==> src/rtl/wake_pkg.sv <==
package wake_pkg;
  localparam int unsigned NCHAN_DEF = 6;
  localparam int unsigned DW_DEF = 8;
  localparam int unsigned SYNC_DEF = 2;

  typedef enum logic { EDGE_FALL = 1'b0, EDGE_RISE = 1'b1 } edge_pol_e;
endpackage

==> src/rtl/wake_sync.sv <==
module wake_sync #(
  parameter int unsigned STAGES = 2
) (
  input  logic clk,
  input  logic rst_n,
  input  logic d_i,
  output logic q_o
);
  logic [STAGES-1:0] chain_q;

  always_ff @(posedge clk) begin
    if (!rst_n) chain_q <= '0;
    else        chain_q <= {chain_q[STAGES-2:0], d_i};
  end

  assign q_o = chain_q[STAGES-1];
endmodule

==> src/rtl/wake_chan.sv <==
module wake_chan (
  input  logic clk,
  input  logic rst_n,
  input  logic pin_s_i,
  input  logic arm_i,
  input  wake_pkg::edge_pol_e pol_i,
  input  logic clr_i,
  output logic flag_o
);
  import wake_pkg::*;

  logic prev_q;
  logic hit;
  logic set_req;
  logic flag_q;

  always_ff @(posedge clk) begin
    if (!rst_n) prev_q <= 1'b0;
    else        prev_q <= pin_s_i;
  end

  always_comb begin
    unique case (pol_i)
      EDGE_RISE: hit = pin_s_i & ~prev_q;
      default:   hit = ~pin_s_i & prev_q;
    endcase
  end

  assign set_req = hit & arm_i;

  always_ff @(posedge clk) begin
    if (!rst_n)       flag_q <= 1'b0;
    else if (set_req) flag_q <= 1'b1;
    else if (clr_i)   flag_q <= 1'b0;
  end

  assign flag_o = flag_q;

  // a flag only rises after an armed, selected edge
  assert_set_cause_R3: assert property (@(posedge clk) disable iff (!rst_n)
    $rose(flag_q) |-> $past(set_req));
  // a clear with no competing set empties the flag
  assert_clear_R4: assert property (@(posedge clk) disable iff (!rst_n)
    (clr_i && !set_req) |=> !flag_q);
  // with no set and no clear, the flag holds
  assert_hold_R5: assert property (@(posedge clk) disable iff (!rst_n)
    (!clr_i && !set_req) |=> $stable(flag_q));
  // set beats clear
  assert_set_wins_R6: assert property (@(posedge clk) disable iff (!rst_n)
    (set_req && clr_i) |=> flag_q);
  // disarmed pin never sets
  assert_disarmed_R7: assert property (@(posedge clk) disable iff (!rst_n)
    (!arm_i && !flag_q) |=> !flag_q);
endmodule

==> src/rtl/wake_rdfmt.sv <==
module wake_rdfmt #(
  parameter int unsigned NCHAN = 6,
  parameter int unsigned DW = 8
) (
  input  logic clk,
  input  logic rst_n,
  input  logic sel_i,
  input  logic [NCHAN-1:0] flags_i,
  output logic [DW-1:0] rdata_o
);
  localparam int unsigned NRSV = DW - NCHAN;

  always_comb begin
    rdata_o = '0;
    if (sel_i) rdata_o = {{NRSV{1'b1}}, flags_i};
  end

  // reserved bits read as ones while selected, bus idle otherwise
  assert_rsv_ones_R2: assert property (@(posedge clk) disable iff (!rst_n)
    sel_i |-> (rdata_o[DW-1:NCHAN] == {NRSV{1'b1}}));
  assert_idle_zero_R8: assert property (@(posedge clk) disable iff (!rst_n)
    !sel_i |-> (rdata_o == '0));
endmodule

==> src/rtl/wake_flag_reg.sv <==
module wake_flag_reg #(
  parameter int unsigned NCHAN = wake_pkg::NCHAN_DEF,
  parameter int unsigned DW = wake_pkg::DW_DEF,
  parameter int unsigned SYNC_STAGES = wake_pkg::SYNC_DEF
) (
  input  logic clk,
  input  logic rst_n,
  input  logic [NCHAN-1:0] pin_i,
  input  logic [NCHAN-1:0] arm_i,
  input  logic [NCHAN-1:0] rise_sel_i,
  input  logic [NCHAN-1:0] irq_en_i,
  input  logic sel_i,
  input  logic wr_i,
  input  logic [DW-1:0] wdata_i,
  output logic [DW-1:0] rdata_o,
  output logic irq_o
);
  import wake_pkg::*;

  logic [NCHAN-1:0] pin_s;
  logic [NCHAN-1:0] flags;
  logic [NCHAN-1:0] clr;
  logic wr_hit;
  logic unused_rsv_wdata;

  assign wr_hit = sel_i & wr_i;
  assign unused_rsv_wdata = ^wdata_i[DW-1:NCHAN];

  for (genvar g = 0; g < NCHAN; g++) begin : g_ch
    edge_pol_e pol;
    assign pol = rise_sel_i[g] ? EDGE_RISE : EDGE_FALL;
    assign clr[g] = wr_hit & ~wdata_i[g];

    wake_sync #(.STAGES(SYNC_STAGES)) u_sync (
      .clk(clk), .rst_n(rst_n), .d_i(pin_i[g]), .q_o(pin_s[g])
    );

    wake_chan u_chan (
      .clk(clk), .rst_n(rst_n), .pin_s_i(pin_s[g]), .arm_i(arm_i[g]),
      .pol_i(pol), .clr_i(clr[g]), .flag_o(flags[g])
    );
  end

  wake_rdfmt #(.NCHAN(NCHAN), .DW(DW)) u_rd (
    .clk(clk), .rst_n(rst_n), .sel_i(sel_i), .flags_i(flags), .rdata_o(rdata_o)
  );

  assign irq_o = |(flags & irq_en_i);

  // without a qualified write, no flag may fall
  assert_no_stray_clear_R4: assert property (@(posedge clk) disable iff (!rst_n)
    !wr_hit |=> ((flags & $past(flags)) == $past(flags)));
  // request stays up while an enabled flag is held and enables are steady
  assert_irq_hold_R9: assert property (@(posedge clk) disable iff (!rst_n)
    (irq_o && !wr_hit) ##1 $stable(irq_en_i) |-> irq_o);
endmodule

==> config.mk <==
export PLATFORM = sky130hd
export DESIGN_NAME = wake_flag_reg
export DESIGN_NICKNAME = d
export VERILOG_FILES = /design/src/rtl/wake_pkg.sv /design/src/rtl/wake_sync.sv /design/src/rtl/wake_chan.sv /design/src/rtl/wake_rdfmt.sv /design/src/rtl/wake_flag_reg.sv
export SDC_FILE = /design/constraint.sdc
export NUM_CORES = 1
export LEC_CHECK = 0
export CELL_PAD_IN_SITES_DETAIL_PLACEMENT = 0
export CELL_PAD_IN_SITES_GLOBAL_PLACEMENT = 2
export CORE_MARGIN = 10
export CORE_UTILIZATION = 23
export CTS_BUF_LIST = sky130_fd_sc_hd__clkbuf_8
export CTS_CLUSTER_DIAMETER = 200
export DETAILED_ROUTE_END_ITERATION = 8
export PLACE_DENSITY = 0.81
export REMOVE_ABC_BUFFERS = 1
export SYNTH_ARGS = -nofsm -noshare
export SYNTH_HDL_FRONTEND = slang
export SYNTH_SLANG_ARGS = --single-unit
==> constraint.sdc <==
create_clock -name clk -period 0.91 [get_ports clk]
set_input_delay 0.1365 -clock clk [delete_from_list [all_inputs] [get_ports clk]]
set_output_delay 0.1365 -clock clk [all_outputs]
set_load 0.1 [all_outputs]
==> summary.md, run 1 <==
| Metric | Value |
|---|---|
| Synthesized instance count | a little under 90 |
| Global-route track usage on met3 | roughly 3.3% |
| Setup TNS Final | -1.52 ns |
| # hold bufs at CTS | 0 |
| Non-Filler Instances | around 190 |
| Die extent in x | between 80 and 90 um |
| Min cycle time layout | 1.18 ns |
| Post-route ant nets | 0 |
| Synth Area in Compound Gates | ~14% |
| Area Growth Syn to Fin | 82.4% |
| Post-Route WL | ~2300 um |
| Chip Height | 82.7 um |
| Sw Pwr | a little over 0.0005 W |
| Ys Warns | 0 |
| CP Class | reg2out |
| Leakage | 0.665 nW |
| Avg Cell Area, Syn | around 10 sq um |
| Layout cells sized above 1 | between 30% and 40% |
| MaxCap Viol Count | 0 |
| Routability cong. | between 0.6 and 0.7 |
| DRT iter0 DRCs | 12 |
| GR met2 Demand/Resource | a little over a tenth |
| Sw frac | between 20% and 30% |
| CTS Buf Count | 3 |
| Critical-path top delay cell | dfxtp_2 |
| Grt ovf | 0 |
| Clock power share | 31.3% |
| Synth Area in Adders | 0% |
| Reg clk slew, reported paths | around 0.080 ns |
| Max-slew headroom | roughly 88% |
| DP HPWL | 1880 um |
| Final WS setup | -0.272 ns |
| Total core area | 3740 sq um |
| Period utilisation layout | 130% |
| I/O Buffers | between 40 and 50 |
| Max Clock Freq | roughly 850 MHz |
| Antenna Cells | 0 |
| DR DRC count | 0 |
| Crit start category | register |
| Initial antenna violation count | 0 |
| CTS sink cnt | 24 |
| Vias in the first global route | just under 900 |
| Busiest grt layer | met2 |
| Main combinational cell family by area after synthesis | simple AND/OR/NAND/NOR gates |
| Mapped Area | about 900 sq um |
| Num rows | 22 |
| Met1 Use GR | 8.27% |
| Pre-antenna DRT Iters | 3 |
| Crit Path Max Fanout | 3 |
| Initial Util | about 24% |
| Placed Cells | ~180 |
| DR vias/cell | between 4 and 5 |
| Final #Nets | around 180 |
| CP Cell Sequence | a22oi_2 > nand3_2 > buf_12 |
| IO Count | 45 |
| First-pass GRT wire length | around 3700 um |
| Seq pwr share | between 40% and 50% |
| Worst Tran Pin Value | 0.186 ns |
| Combinational fraction of design power | between 10% and 20% |
| Die ar. | between 6000 and 7000 sq um |
| WHS | approximately 0.44 ns |
| Post-layout util | between 40% and 50% |
| Worst R2R Setup Slack | 0.07 ns |
| CP arrival | between 1 and 1.5 ns |
| Internal power | ~0.0017 W |
| Clock buffer depth | 2 |
| Total GRT Usage | 6.95% |
| Multiplexer area fraction after synthesis | 0% |
| Slew Limit Fails | 0 |
| Synth Area in XOR/XNOR | 0% |
| Register area share after synthesis | 53.1% |
| Crit path capture type | primary output |
| Worst vdd ir | 0.000623 V |
| # setup viols final | 7 |
| RSZ-0062 raised after global routing | true |
| WL/cell | roughly 12 um |
| Fin Clk Skew | roughly 0.0018 ns |
| Run status | finished with violations |
| Distinct cells, synth | 13 |
| Failing checks | negative setup slack |
| Hold Path Class | reg2reg |
| H-tree Lvls | 1 |
| Largest net degree at the start of global routing | 17 |
| CTS Root Cell | clkbuf_8 |
| Clk_lat worst skew | between 0.2 and 0.3 ns |
| Max stage delay on crit path | around 0.34 ns |
| Final Hold Vio Count | 0 |
| Simple-Gate Fraction of Synth Area | between 20% and 30% |
| DR vias | ~770 |
| Buffers & Inverters on Critical Path | 1 |
| Pwr per Cell Area | between 1000 and 1500 nW/um^2 |
| CTS tree | yes |
| Crit-path leading delay family | flip-flops |
| Synth Register Bits | 24 |
| Worst EP required | ~0.77 ns |
## per-stage QoR
| stage | setup WS [ns] | instance area (sq um) | power (W) |
|---|---|---|---|
| 2_1_floorplan | -0.437 | 877 | 0.00124 |
| 3_3_place_gp | -0.357 | 1510 | 0.00152 |
| 3_5_place_dp | -0.381 | 1510 | 0.00153 |
| 4_1_cts | -0.291 | 1630 | 0.00226 |
| 5_1_grt | -0.327 | 1650 | 0.00234 |
| 6_report | -0.272 | 1650 | 0.00222 |
## state kept, by name, summed over array words and instances, names as in the netlist
name / flops
g_ch.u_chan.flag_o: 6
g_ch.u_chan.prev_q: 6
g_ch.u_sync.chain_q: 12
## final timing paths
path                                                start                   endpoint  cells after the start
worst min-delay path            g_ch[3].u_sync.chain_q[0]  g_ch[3].u_sync.chain_q[1]                      1
worst max register to register      g_ch[1].u_chan.prev_q      g_ch[1].u_chan.flag_o                      3
worst min register to register  g_ch[3].u_sync.chain_q[0]  g_ch[3].u_sync.chain_q[1]                      1
worst max-delay path                g_ch[4].u_chan.flag_o                      irq_o                      3
## what timing repair did
item                                    CTS  global route
gates resized for setup                  20             5
pin swaps                                 2             1
gates cloned                              0             0
setup buffers                             2             1
endpoints found under the setup margin   15            11
## power by group through the flow
| stage | clock [W] | sequential, W | combinational, W |
|---|---|---|---|
| after floorplan | 0 | 0.00112 | 0.000116 |
| after global placement | 0 | 0.00113 | 0.000397 |
| after detailed placement | 0 | 0.00113 | 0.000402 |
| after CTS | 0.000729 | 0.00111 | 0.000419 |
| after global routing | 0.000775 | 0.00111 | 0.000445 |
| final | 0.000697 | 0.00111 | 0.000418 |
## cell families after synthesis
family / after synthesis
simple gates: 38
flops: 24
compound gates: 21
buf+inv: 4
## cell usage in the layout (no fill, tap or decap), drive strengths merged, types with 3 or more instances in the layout
master / Yosys / final
a21boi: 6 / 6
a22oi: 3 / 3
and2: 24 / 24
and3b: 6 / 6
buf: 3 / 18
clkbuf: 1 / 4
clkdlybuf4s50: 0 / 32
dfxtp: 24 / 24
nor3b: 6 / 6
o21ai: 12 / 12
## metal layers
layer,up-vias,routed length [um]
li1,399,-
met1,338,1050
met2,29,1010
met3,2,235
met4,0,10
met5,-,0
## cells in the mapped netlist
master	instances	share of area (%)
dfxtp_1	24	53
and2_1	16	11
o21ai_1	10	5.5
and2_2	8	6.6
a21boi_1	6	5.0
and3b_1	6	5.8
nor3b_1	6	5.0
a22oi_1	3	2.5
buf_4	3	2.5
o21ai_0	2	1.1
clkbuf_2	1	0.55
nand2_2	1	0.69
nand3_1	1	0.55
## layout make-up
cell class	count	area, sq um
Fill cell	373	2090
Multi-Input combinational cell	59	447
Tap cell	48	60.1
Clock buffer	4	55.1
Timing Repair Buffer	51	601
Sequential cell	24	488
Note: power is estimated with default switching activity, not from simulation.
==> inputs of run 2 (changes only) <==
- ABC_AREA: default -> 1
- CORE_UTILIZATION: 23 -> 21
- PLACE_DENSITY: 0.81 -> 0.82
==> summary.md, run 2 <==
| Metric | Value |
|---|---|
| Run status | finished with violations |
| Failing checks | negative setup slack |
| Grt ovf | 0 (unchanged) |
| IO Count | 45 (unchanged) |
| Pwr per Cell Area | 1400 nW/um^2 (+3.6%) |
| CTS Buf Count | 3 (unchanged) |
| Worst reg2reg endpoint | g_ch[3].u_chan.flag_o |
| First-pass GRT wire length | 4110 um (+10%) |
| Die extent in x | 88.3 um (+6.8%) |
| Synth Register Bits | 24 (unchanged) |
| Most frequent cells in the layout | nand2_1, clkdlybuf4s50_1, inv_1, dfxtp_1, inv_2 |
| Post-Route WL | 2580 um (+11%) |
| Routability cong. | 0.706 (+4.0%) |
| Num rows | 24 (+9.1%) |
| MaxCap Viol Count | 0 (unchanged) |
| Max reg flops | 12 (unchanged) |
| DR vias/cell | 3.72 (-9.8%) |
| # setup viols final | 7 (unchanged) |
| Initial Util | 22.0% (-2.1 points) |
| Most common cell in the netlist | nand2_1 |
| Most common cell after layout, fill and taps aside | nand2_1 |
| Final Hold Vio Count | 0 (unchanged) |
| Crit Path Max Fanout | 2 (-1) |
| Primary FF master, synth | dfxtp_1 |
| Register area share after synthesis | 49.0% (-4.1 points) |
| Vias in the first global route | 903 (+3.7%) |
| Total core area | 4440 sq um (+19%) |
| RSZ-0062 raised after global routing | true |
| Distinct cells, synth | 11 (-2) |
| Hold Path Class | in2reg |
| Worst Setup SP | g_ch[1].u_chan.flag_o |
| I/O Buffers | 42 (unchanged) |
| DP HPWL | 2030 um (+8.3%) |
| Area share of the largest cell type after synthesis | 49.0% (-4.1 points) |
| Total GRT Usage | 6.78% (-0.18 points) |
| EDFF count, synth | 0 (unchanged) |
| CTS Root Cell | clkbuf_8 |
| Largest cells by area after synthesis | dfxtp_1, nand2_1, inv_1 |
| Pre-antenna DRT Iters | 4 (+1) |
| CTS sink cnt | 24 (unchanged) |
| Synthesized instance count | 146 (+68%) |
| Leakage | 0.834 nW (+26%) |
| Ys Warns | 0 (unchanged) |
| Non-Filler Instances | 246 (+32%) |
| Largest net degree at the start of global routing | 14 (-3) |
| Slew Limit Fails | 0 (unchanged) |
| CP arrival | 1.19 ns (+0.14 ns) |
| # hold bufs at CTS | 0 (unchanged) |
| Fin Clk Skew | 0.00109 ns (-0.000683 ns) |
| Antenna Cells | 0 (unchanged) |
| Chip Height | 88.3 um (+6.8%) |
| Placed Cells | 241 (+35%) |
| H-tree Lvls | 1 (unchanged) |
| Post-route ant nets | 0 (unchanged) |
| Setup TNS Final | -1.28 ns (+0.242 ns) |
| DR DRC count | 0 (unchanged) |
| Layout cells sized above 1 | 24.7% (-11 points) |
| Worst Tran Pin Value | 0.221 ns (+0.0349 ns) |
| Reg2Reg Launch Point | g_ch[3].u_sync.chain_q[1] |
| Initial antenna violation count | 0 (unchanged) |
| Die ar. | 7800 sq um (+14%) |
| Worst R2R Setup Slack | 0.16 ns (+0.09 ns) |
| Period utilisation layout | 146% (+16 points) |
| Worst EP required | 0.77 ns (about the same) |
| Final WS setup | -0.421 ns (-0.149 ns) |
| Area Growth Syn to Fin | 69.3% |
| Ys async rst share | 0% (unchanged) |
| R2r worst-path depth | 5 (+2) |
| Final #Nets | 232 (+33%) |
| Largest area contributor in the netlist | dfxtp_1 |
| Max-slew headroom | 85.3% (-2.3 points) |
| CP Class | reg2out |
| Min cycle time layout | 1.33 ns (+0.149 ns) |
| CTS tree | yes |
| Crit path capture type | primary output |
| Clk_lat worst skew | 0.26 ns (about the same) |
| DR vias | 916 (+19%) |
| Crit start category | register |
| WL/cell | 10.5 um (-16%) |
| Top post-synthesis cells by count | nand2_1, inv_1, dfxtp_1, inv_2, a21oi_1 |
| Max Clock Freq | 751 MHz (-11%) |
| Mapped Area | 980 sq um (+8.3%) |
| Avg Cell Area, Syn | 6.71 sq um (-35%) |
| Reg clk slew, reported paths | 0.08 ns (about the same) |
| Worst setup path end | irq_o |
| DRT iter0 DRCs | 30 (+18) |
| Clock buffer depth | 2 (unchanged) |
| Largest Register | g_ch.u_sync.chain_q |
| Worst vdd ir | 0.000439 V (-29%) |
run 2: cell count changes after synthesis, sizes merged, moves of 6 or more:
cell / delta
o21ai: -6
nor3b: -6
nand2: +54
and3b: -6
and2: -24
inv: +43
a21boi: -6
a21oi: +7
run 2: logic make-up after synthesis:
kind of cell	after synthesis	share of synthesized area (%)
and+or+nand+nor	62	25.0
buffers and inverters	47	19.3
DFF	24	49.0
AOI/OAI and AO/OA	13	6.64
run 2: cell type report:
type,instances,area (sq um)
Fill cell,474,2790
Clock buffer,3,41.3
Timing Repair Buffer,49,574
Tap cell,52,65.1
Inverter,43,161
Sequential cell,24,488
Multi-Input combinational cell,75,329
run 2: repair_timing:
action,CTS,global route
pin swaps,0,1
setup buffers,2,0
endpoints found under the setup margin,15,9
gates resized for setup,15,9
run 2: per-stage QoR:
step | utilization [%] | worst slack [ns] | hold slack [ns] | area (sq um) | total power, W
6_report | 37.3 | -0.421 | 0.396 | 1660 | 0.00232
5_1_grt | 37.3 | -0.461 | 0.403 | 1660 | 0.00243
4_1_cts | 37.0 | -0.387 | 0.388 | 1650 | 0.00234
3_5_place_dp | 35.5 | -0.355 | 0.398 | 1580 | 0.00170
3_3_place_gp | 35.5 | -0.348 | 0.389 | 1580 | 0.00170
2_1_floorplan | - | -0.615 | 0.230 | 952 | 0.00136
run 2: worst min-delay path by stage:
| stage | startpoint | end | slack (ns) | depth (start not counted) |
|---|---|---|---|---|
| finish | pin_i[5] | g_ch[5].u_sync.chain_q[0] | 0.40 | 3 |
| floorplan | rst_n | g_ch[0].u_chan.prev_q | 0.23 | 2 |
| detailed placement | g_ch[0].u_sync.chain_q[0] | g_ch[0].u_sync.chain_q[1] | 0.40 | 2 |
| global placement | g_ch[5].u_sync.chain_q[0] | g_ch[5].u_sync.chain_q[1] | 0.39 | 2 |
| CTS | pin_i[4] | g_ch[4].u_sync.chain_q[0] | 0.39 | 3 |
| global route | pin_i[5] | g_ch[5].u_sync.chain_q[0] | 0.40 | 3 |
run 2: routing by layer:
layer	global-route usage, %	vias up	share of wire, %
li1	-	509	-
met1	8.03	365	47
met2	10.0	37	38
met3	2.85	5	13
met4	3.96	0	2.1
met5	0	-	0
run 2: worst max-delay path: stages, from the launching register on:
cell     delay [ns]
dfxtp_2        0.32
nand2_1        0.05
nand2_1        0.07
a21oi_2        0.11
nand4_1        0.16
buf_12         0.21
run 2: where the power goes:
part	switching (W)	internal [W]	total [W]
Clock	0.000321	0.000296	0.000617
Combinational	0.000294	0.000278	0.000572
Sequential	0.0000262	0.00110	0.00113
